**src/rtl/pcu_pkg.sv**
```systemverilog
package pcu_pkg;
    typedef enum logic [2:0] {
        SRC_HOLD = 3'd0,
        SRC_INC  = 3'd1,
        SRC_RET  = 3'd2,
        SRC_JUMP = 3'd3,
        SRC_LOW  = 3'd4,
        SRC_VEC  = 3'd5
    } pc_src_e;
endpackage

```
**src/rtl/pcu_src_sel.sv**
```systemverilog
module pcu_src_sel
    import pcu_pkg::*;
(
    input  logic    irq_take,
    input  logic    lo_we,
    input  logic    jump,
    input  logic    call,
    input  logic    ret,
    input  logic    adv,
    output pc_src_e src
);
    always_comb begin
        if (irq_take)          src = SRC_VEC;
        else if (lo_we)        src = SRC_LOW;
        else if (call || jump) src = SRC_JUMP;
        else if (ret)          src = SRC_RET;
        else if (adv)          src = SRC_INC;
        else                   src = SRC_HOLD;
    end
endmodule

```
**src/rtl/pcu_next.sv**
```systemverilog
module pcu_next
    import pcu_pkg::*;
#(
    parameter int PC_W  = 13,
    parameter int LO_W  = 8,
    parameter int LIT_W = 11,
    parameter int VEC   = 4
) (
    input  pc_src_e               src,
    input  logic [PC_W-1:0]       pc,
    input  logic [PC_W-LO_W-1:0]  lat,
    input  logic [LO_W-1:0]       lo_wdata,
    input  logic [LIT_W-1:0]      lit,
    input  logic [PC_W-1:0]       ret_addr,
    output logic [PC_W-1:0]       nxt,
    output logic [PC_W-1:0]       pc_inc
);
    localparam int HI_W   = PC_W - LO_W;
    localparam int PAGE_W = PC_W - LIT_W;
    localparam logic [PC_W-1:0] ONE    = PC_W'(1);
    localparam logic [PC_W-1:0] VEC_PC = PC_W'(VEC);

    assign pc_inc = pc + ONE;

    always_comb begin
        unique case (src)
            SRC_VEC:  nxt = VEC_PC;
            SRC_LOW:  nxt = {lat, lo_wdata};
            SRC_JUMP: nxt = {lat[HI_W-1 -: PAGE_W], lit};
            SRC_RET:  nxt = ret_addr;
            SRC_INC:  nxt = pc_inc;
            default:  nxt = pc;
        endcase
    end
endmodule

```
**src/rtl/pcu_latch.sv**
```systemverilog
module pcu_latch #(
    parameter int W = 5
) (
    input  logic         clk,
    input  logic         rst_n,
    input  logic         we,
    input  logic [W-1:0] wdata,
    output logic [W-1:0] q
);
    always_ff @(posedge clk or negedge rst_n) begin
        if (!rst_n)  q <= '0;
        else if (we) q <= wdata;
    end
endmodule

```
**src/rtl/pc_unit.sv**
```systemverilog
module pc_unit
    import pcu_pkg::*;
#(
    parameter int PC_W  = 13,
    parameter int LO_W  = 8,
    parameter int LIT_W = 11,
    parameter int VEC   = 4
) (
    input  logic                  clk,
    input  logic                  rst_n,
    input  logic                  irq_take,
    input  logic                  adv,
    input  logic                  jump,
    input  logic                  call,
    input  logic                  ret,
    input  logic [LIT_W-1:0]      lit,
    input  logic [PC_W-1:0]       ret_addr,
    input  logic                  lo_we,
    input  logic [LO_W-1:0]       lo_wdata,
    input  logic                  lat_we,
    input  logic [PC_W-LO_W-1:0]  lat_wdata,
    output logic [PC_W-1:0]       pc,
    output logic [LO_W-1:0]       lo_rdata,
    output logic [PC_W-LO_W-1:0]  lat_rdata,
    output logic                  push_en,
    output logic [PC_W-1:0]       push_data
);
    localparam int HI_W = PC_W - LO_W;

    pc_src_e          src;
    logic [PC_W-1:0]  nxt;
    logic [PC_W-1:0]  pc_inc;
    logic [HI_W-1:0]  lat_q;

    pcu_src_sel u_sel (
        .irq_take (irq_take),
        .lo_we    (lo_we),
        .jump     (jump),
        .call     (call),
        .ret      (ret),
        .adv      (adv),
        .src      (src)
    );

    pcu_latch #(.W(HI_W)) u_lat (
        .clk   (clk),
        .rst_n (rst_n),
        .we    (lat_we),
        .wdata (lat_wdata),
        .q     (lat_q)
    );

    pcu_next #(.PC_W(PC_W), .LO_W(LO_W), .LIT_W(LIT_W), .VEC(VEC)) u_nxt (
        .src      (src),
        .pc       (pc),
        .lat      (lat_q),
        .lo_wdata (lo_wdata),
        .lit      (lit),
        .ret_addr (ret_addr),
        .nxt      (nxt),
        .pc_inc   (pc_inc)
    );

    // address register
    always_ff @(posedge clk or negedge rst_n) begin
        if (!rst_n) pc <= '0;
        else        pc <= nxt;
    end

    // outputs
    always_comb begin
        lo_rdata  = pc[LO_W-1:0];
        lat_rdata = lat_q;
        unique case (src)
            SRC_VEC: begin
                push_en   = 1'b1;
                push_data = pc;
            end
            SRC_JUMP: begin
                push_en   = call;
                push_data = pc_inc;
            end
            default: begin
                push_en   = 1'b0;
                push_data = pc_inc;
            end
        endcase
    end
endmodule

```
**config.mk**
```make
export PLATFORM = sky130hd
export DESIGN_NAME = pc_unit
export DESIGN_NICKNAME = d
export VERILOG_FILES = /design/src/rtl/pcu_pkg.sv /design/src/rtl/pcu_src_sel.sv /design/src/rtl/pcu_next.sv /design/src/rtl/pcu_latch.sv /design/src/rtl/pc_unit.sv
export SDC_FILE = /design/constraint.sdc
export NUM_CORES = 1
export LEC_CHECK = 0
export ABC_CLOCK_PERIOD_IN_PS = 5100
export BUFFER_PORTS_ARGS = -buffer_cell sky130_fd_sc_hd__buf_2
export CAP_MARGIN = 10
export CORE_ASPECT_RATIO = 1.25
export CORE_MARGIN = 2
export CORE_UTILIZATION = 50
export DETAILED_ROUTE_END_ITERATION = 6
export PLACE_DENSITY = 0.84
export SYNTH_ARGS = -nofsm -noshare
export SYNTH_HDL_FRONTEND = slang
export SYNTH_HIERARCHICAL = 1
export SYNTH_SLANG_ARGS = --single-unit
```
**constraint.sdc**
```tcl
create_clock -name clk -period 5.1 [get_ports clk]
set_input_delay 0.765 -clock clk [delete_from_list [all_inputs] [get_ports clk]]
set_output_delay 0.765 -clock clk [all_outputs]
set_load 0.1 [all_outputs]
```
==> results of run 1 <==
==> area by class of cell <==
class                      instances  area share
clock buffer                       4     0.02403
inverter                          13     0.02130
multi-input combinational        157      0.5440
sequential                        18      0.1966
tap                               40     0.02185
timing repair buffer              87      0.1922
==> registers in the layout, summed over array words and instances, names as in the netlist <==
name,cells
pc,13
u_lat/q,5
==> logic make-up (layout without fill, tap and decap cells) <==
group	Yosys count	count (layout)	synth area share
adder cells (fa/ha/maj)	1	1	0.006556
AND/OR/NAND/NOR	57	57	0.1948
XOR/XNOR	11	11	0.05050
multiplexers	27	27	0.1738
AO/OA/AOI/OAI	61	61	0.2243
buffers and inverters	38	104	0.1141
flip-flops	18	18	0.2361
==> Yosys cell counts, types with 2 or more instances <==
cell,instances,area [um2]
a221oi_1,3,26.28
mux2_4,10,150.1
buf_4,10,75.07
nor2b_1,3,18.77
xor2_1,3,26.28
buf_2,12,60.06
a22o_1,2,17.52
nor3b_1,6,45.04
nand2_1,5,18.77
nand3_1,8,40.04
a21oi_1,8,40.04
nand4_1,3,18.77
o211ai_1,3,22.52
a211oi_1,4,30.03
and4_1,3,26.28
and2_1,5,31.28
o21ai_0,10,50.05
a22oi_1,2,15.01
dfrtp_1,18,450.4
nor2_1,9,33.78
nor3_1,2,10.01
a222oi_1,3,30.03
o2bb2ai_1,2,17.52
nor4b_1,3,26.28
a32oi_1,2,17.52
o21ai_1,10,50.05
buf_6,3,33.78
mux2i_1,8,80.08
xnor2_1,8,70.07
inv_1,13,48.80
mux2_2,9,101.4
==> per-layer routing <==
metal  vias up  global-route usage
li1        919                   -
met1       886              0.3050
met2       117              0.3895
met3        20             0.03014
met4         0              0.1263
met5         -                   0
==> power by group through the flow <==
stage / clock, mW / sequential, mW / combinational [mW]
global route: 0.131 / 0.206 / 0.607
CTS: 0.125 / 0.201 / 0.585
detailed placement: 0 / 0.203 / 0.585
finish: 0.124 / 0.201 / 0.585
global placement: 0 / 0.201 / 0.580
floorplan: 0 / 0.328 / 0.388
==> through the flow <==
stage,power (mW),util,std cells,hold WS [ns]
2_1_floorplan,0.7165,-,213,0.4694
3_3_place_gp,0.7809,0.6007,315,0.5174
3_5_place_dp,0.7882,0.6007,315,0.5286
4_1_cts,0.9107,0.6155,319,0.4475
5_1_grt,0.9437,0.6155,319,0.4568
6_report,0.9105,0.6155,319,0.4254
==> worst max-delay path by stage <==
stage,startpoint,end,slack [ns],cells after the start
floorplan,lo_we,push_en,0.76,4
global placement,lo_we,push_en,1.83,7
detailed placement,lo_we,push_en,1.80,7
CTS,lo_we,push_en,1.79,7
global route,lo_we,push_en,1.66,7
finish,lo_we,push_en,1.79,7
==> critical path: stages <==
cell and delay (ns):
buf_2 0.11, or2_4 0.42, nor2_2 0.18, buf_4 0.34, nand3b_1 0.11, a21boi_0 0.16
buf_2 0.44
==> impl_metrics.yaml, run 1 <==
placed_design:
  place_ws_ns: 1.796
  postPlaceCellArea_um2: 2236
  gp_congestion: 0.8522
  io_buffer_count: 85
  place_hpwl_um: 3701
route:
  wl_met2_um: 2551
  dr.pass1.iters: 6
  wirelength_um: 5104
  drt_iter0_markers: 100
  drc: 0
  routed.top_layer: "met4"
  wl_met1_um: 2001
  wl_met3_um: 375
  wl_per_cell_um: 16.00
  vias: 1942
  via_per_inst: 6.088
  ant_nets: 0
yosys:
  synth-edff-count: 0
  synth.distinct_cells: 54
  syn-num-nets: 260
  synthFlopType: "dfrtp_1"
  netlist_area_um2: 1908
  synthCells: 213
  synth_seq_cells: 18
  ys_seq_area_frac: 0.2361
  synthArstFlopShare: 1.000
  synth.avg_cell_area_um2: 8.958
  yosys_warnings: 6
floorplanning:
  pin_count: 86
  dieArea_um2: 4329
  num_rows: 25
  initial_core_util: 0.5126
  die_width_um: 59.26
  die_y_um: 73.07
  core_area_um2: 3722
clock_tree:
  cts_made_buffers: 3
  clock_latency_ns: 0.27
  cts_root_buf: "clkbuf_8"
  cts.repair.resized: 0
  clk_pin_slew_ns: 0.08
  cts_tree: "built"
  post-cts-setup-buffer-count: 0
  max-clock-path-buffers: 2
  ctsHoldBuffers: 0
  cts_max_level: 1
  cts_sinks: 18
global_routing:
  grt_max_degree: 43
  globalRouteOverflowTotal: 0
  grt_pass1_vias: 1692
  antenna_found_initial: 0
  grtUsageTotal: 0.2398
  grt_pass1_wl_um: 8031
critical_path:
  crit_type: "input pin to output port"
  path_max_fanout: 42
  reg2reg_from: "pc[0]"
  reg2reg_to: "pc[12]"
  cp.arrival_ns: 2.55
  worstPathRequired_ns: 4.34
  end_kind: "output port"
  worstRegToRegCells: 5
  worstSetupStartpointType: "input pin"
  rrSetupSlack_ns: 3.36
sta:
  relSlewSlack: 0.4472
  period_needed_ns: 3.313
  fmax_mhz: 301.8
  drv_slew: 0
  worst_slew_pin_slew_ns: 0.8276
  fin_skew_ns: 0.003417
  setup_viol: 0
  worst_slack_ns: 1.787
  rsz0062_at_grt: "no"
  fin_tns_setup_ns: 0
  fin_crit_sh: 0.6496
  hold_viol: 0
power:
  power_frac_seq: 0.221
  p_sw_frac: 0.6139
  p_int_uw: 351.6
  netSwitchingPower_uw: 558.9
  ir_worst_vdd_mv: 0.1852
  p_leak_nw: 1.151
  combinationalPowerShare: 0.643
  clkPwrFrac: 0.136
  cellPowerDensity_nw_per_um2: 397.4
layout:
  drive_above_1_share: 0.4229
  fillers: 324
  areaGrowthSynthToFinish_pct: 20.07
  layout.nets: 327
  stdcell_area_um2: 2291
  diodes: 0
  final-seq-area_um2: 450.4
  multi_input_area_um2: 1246
  mostFrequentLayoutCell: "buf_2"
  mostFrequentLayoutCells: "buf_2, dfrtp_1, inv_1"
status:
  outcome: "complete, no violations"
run:
  cap_viol_max_count: 0
min_path:
  holdCritPathClass: "input pin to asynchronous set/reset pin"
No activity file was read; power rests on OpenSTA's default activity.
==> run 2, diff against run 1 <==
ABC_CLOCK_PERIOD_IN_PS = 2800   (was 5100)
CORE_UTILIZATION = 43   (was 50)
PLACE_DENSITY = 0.77   (was 0.84)
clock period = 2.8 ns   (was 5.1 ns; I/O delays follow)
==> run 2 against run 1 <==
Non-clock buffer count is 3 higher. Routed wire length is 3.0% higher. Via count is 1.8% lower. Sequential share of layout area is 0.99 points lower. Register-to-register slack worse by 2.2 ns. Critical endpoint is now push_data[12]. Largest cell class unchanged. Largest power group unchanged.
==> impl_metrics.yaml, run 2 (same netlist as run 1, synthesis figures left out) <==
route:
  wl_per_cell_um: 15.46
  vias: 1908
  wl_met1_um: 2111
  wl_met3_um: 405
  wl_met2_um: 2627
  drc: 0
  routed.top_layer: "met4"
  dr.pass1.iters: 5
  ant_nets: 0
  wirelength_um: 5256
  drt_iter0_markers: 123
  via_per_inst: 5.612
power:
  p_leak_nw: 1.188
  cellPowerDensity_nw_per_um2: 704.9
  ir_worst_vdd_mv: 0.3492
  total_power_mw: 1.720
floorplanning:
  num_rows: 27
  core_area_um2: 4324
  dieArea_um2: 4989
  pin_count: 86
  die_width_um: 63.58
  initial_core_util: 0.4413
  die_y_um: 78.48
layout:
  areaGrowthSynthToFinish_pct: 27.87
  fin_cells: 340
  mostFrequentLayoutCells: "buf_2, dfrtp_1, inv_1"
  final_util: 0.5642
  diodes: 0
  layout.nets: 330
  largest_reg_flops: 13
  regMostFlops: "pc"
  drive_above_1_share: 0.4433
  mostFrequentLayoutCell: "buf_2"
  stdcell_area_um2: 2440
  reg_top3: "pc (13), u_lat/q (5)"
  fillers: 431
critical_path:
  path_max_fanout: 10
  crit_type: "register to output port"
  cp.arrival_ns: 2.18
  end_kind: "output port"
  worstPathRequired_ns: 2.38
  worstSetupStartpointType: "register"
clock_tree:
  cts_tree: "built"
  cts_max_level: 1
  cts_root_buf: "clkbuf_8"
  cts_made_buffers: 3
  post-cts-setup-buffer-count: 0
  clk_pin_slew_ns: 0.08
  cts.repair.resized: 0
  ctsHoldBuffers: 0
  cts_sinks: 18
  clock_latency_ns: 0.26
  max-clock-path-buffers: 2
sta:
  drv_slew: 0
  fmax_mhz: 384.8
  hold_viol: 0
  fin_skew_ns: 0.007990
  worst_slew_pin_slew_ns: 0.5241
  rsz0062_at_grt: "no"
  fin_crit_sh: 0.9282
  setup_viol: 0
  relSlewSlack: 0.6491
  fin_tns_setup_ns: 0
  period_needed_ns: 2.599
status:
  outcome: "complete, no violations"
global_routing:
  grtUsageTotal: 0.2163
  grt_max_degree: 41
  grt_pass1_vias: 1823
  globalRouteOverflowTotal: 0
  antenna_found_initial: 0
  grt_pass1_wl_um: 8583
min_path:
  holdCritPathClass: "input pin to asynchronous set/reset pin"
placed_design:
  postPlaceCellArea_um2: 2395
  io_buffer_count: 85
  dp.cells: 336
  gp_congestion: 0.8192
  place_hpwl_um: 3898
run:
  cap_viol_max_count: 0
-- run 2: cell count changes in the layout (fill, tap and decap cells not counted) --
cell	delta
buf_12	+7
buf_2	-7
dfrtp_1	-4
dfrtp_2	+4
buf_4	+3
a21boi_0	-1
a21boi_2	+1
clkbuf_1	+1
clkbuf_8	-1
-- run 2: final cells by class --
class | instances | area (um2) | area share
clock buffer | 4 | 45.04 | 0.01846
inverter | 13 | 48.80 | 0.02000
multi-input combinational | 157 | 1250 | 0.5123
sequential | 18 | 455.4 | 0.1867
tap | 58 | 72.57 | 0.02974
timing repair buffer | 90 | 568.0 | 0.2328
-- run 2: layer usage --
layer,up-vias,global-route usage
li1,920,-
met1,893,0.2509
met2,85,0.3842
met3,10,0.05014
met4,0,0.07826
met5,-,0
-- run 2: worst max-delay path, stage by stage, from the launching register on --
cell and delay, ns:
dfrtp_2 0.45, ha_1 0.26, and4_1 0.28, nand4_1 0.12, xnor2_1 0.20, mux2_2 0.17, buf_2 0.42
-- run 2: where the power goes --
group	total [mW]	internal (mW)	switching, mW
clock	0.200	0.101	0.0988
sequential	0.368	0.296	0.0722
combinational	1.15	0.292	0.860
-- run 2: worst paths after layout --
| path | to | cells past startpoint | slack [ns] | startpoint |
|---|---|---|---|---|
| min reg2reg | u_lat/q[0] | 1 | 0.53 | u_lat/q[0] |
| min | pc[1] | 1 | 0.09 | rst_n |
| max in group asynchronous | pc[3] | 1 | 2.38 | rst_n |
| max | push_data[12] | 6 | 0.20 | pc[0] |
| min in group clk | u_lat/q[4] | 2 | 0.38 | lat_wdata[4] |
| max reg2reg | pc[10] | 5 | 1.14 | pc[0] |
-- run 2: through the flow --
stage | worst slack [ns] | hold slack [ns]
final | 0.2011 | 0.08829
after global routing | 0.05452 | 0.1192
after CTS | 0.2391 | 0.1063
after detailed placement | 0.4577 | 0.3923
after global placement | 0.4764 | 0.3870
after floorplan | 0.04046 | 0.1244
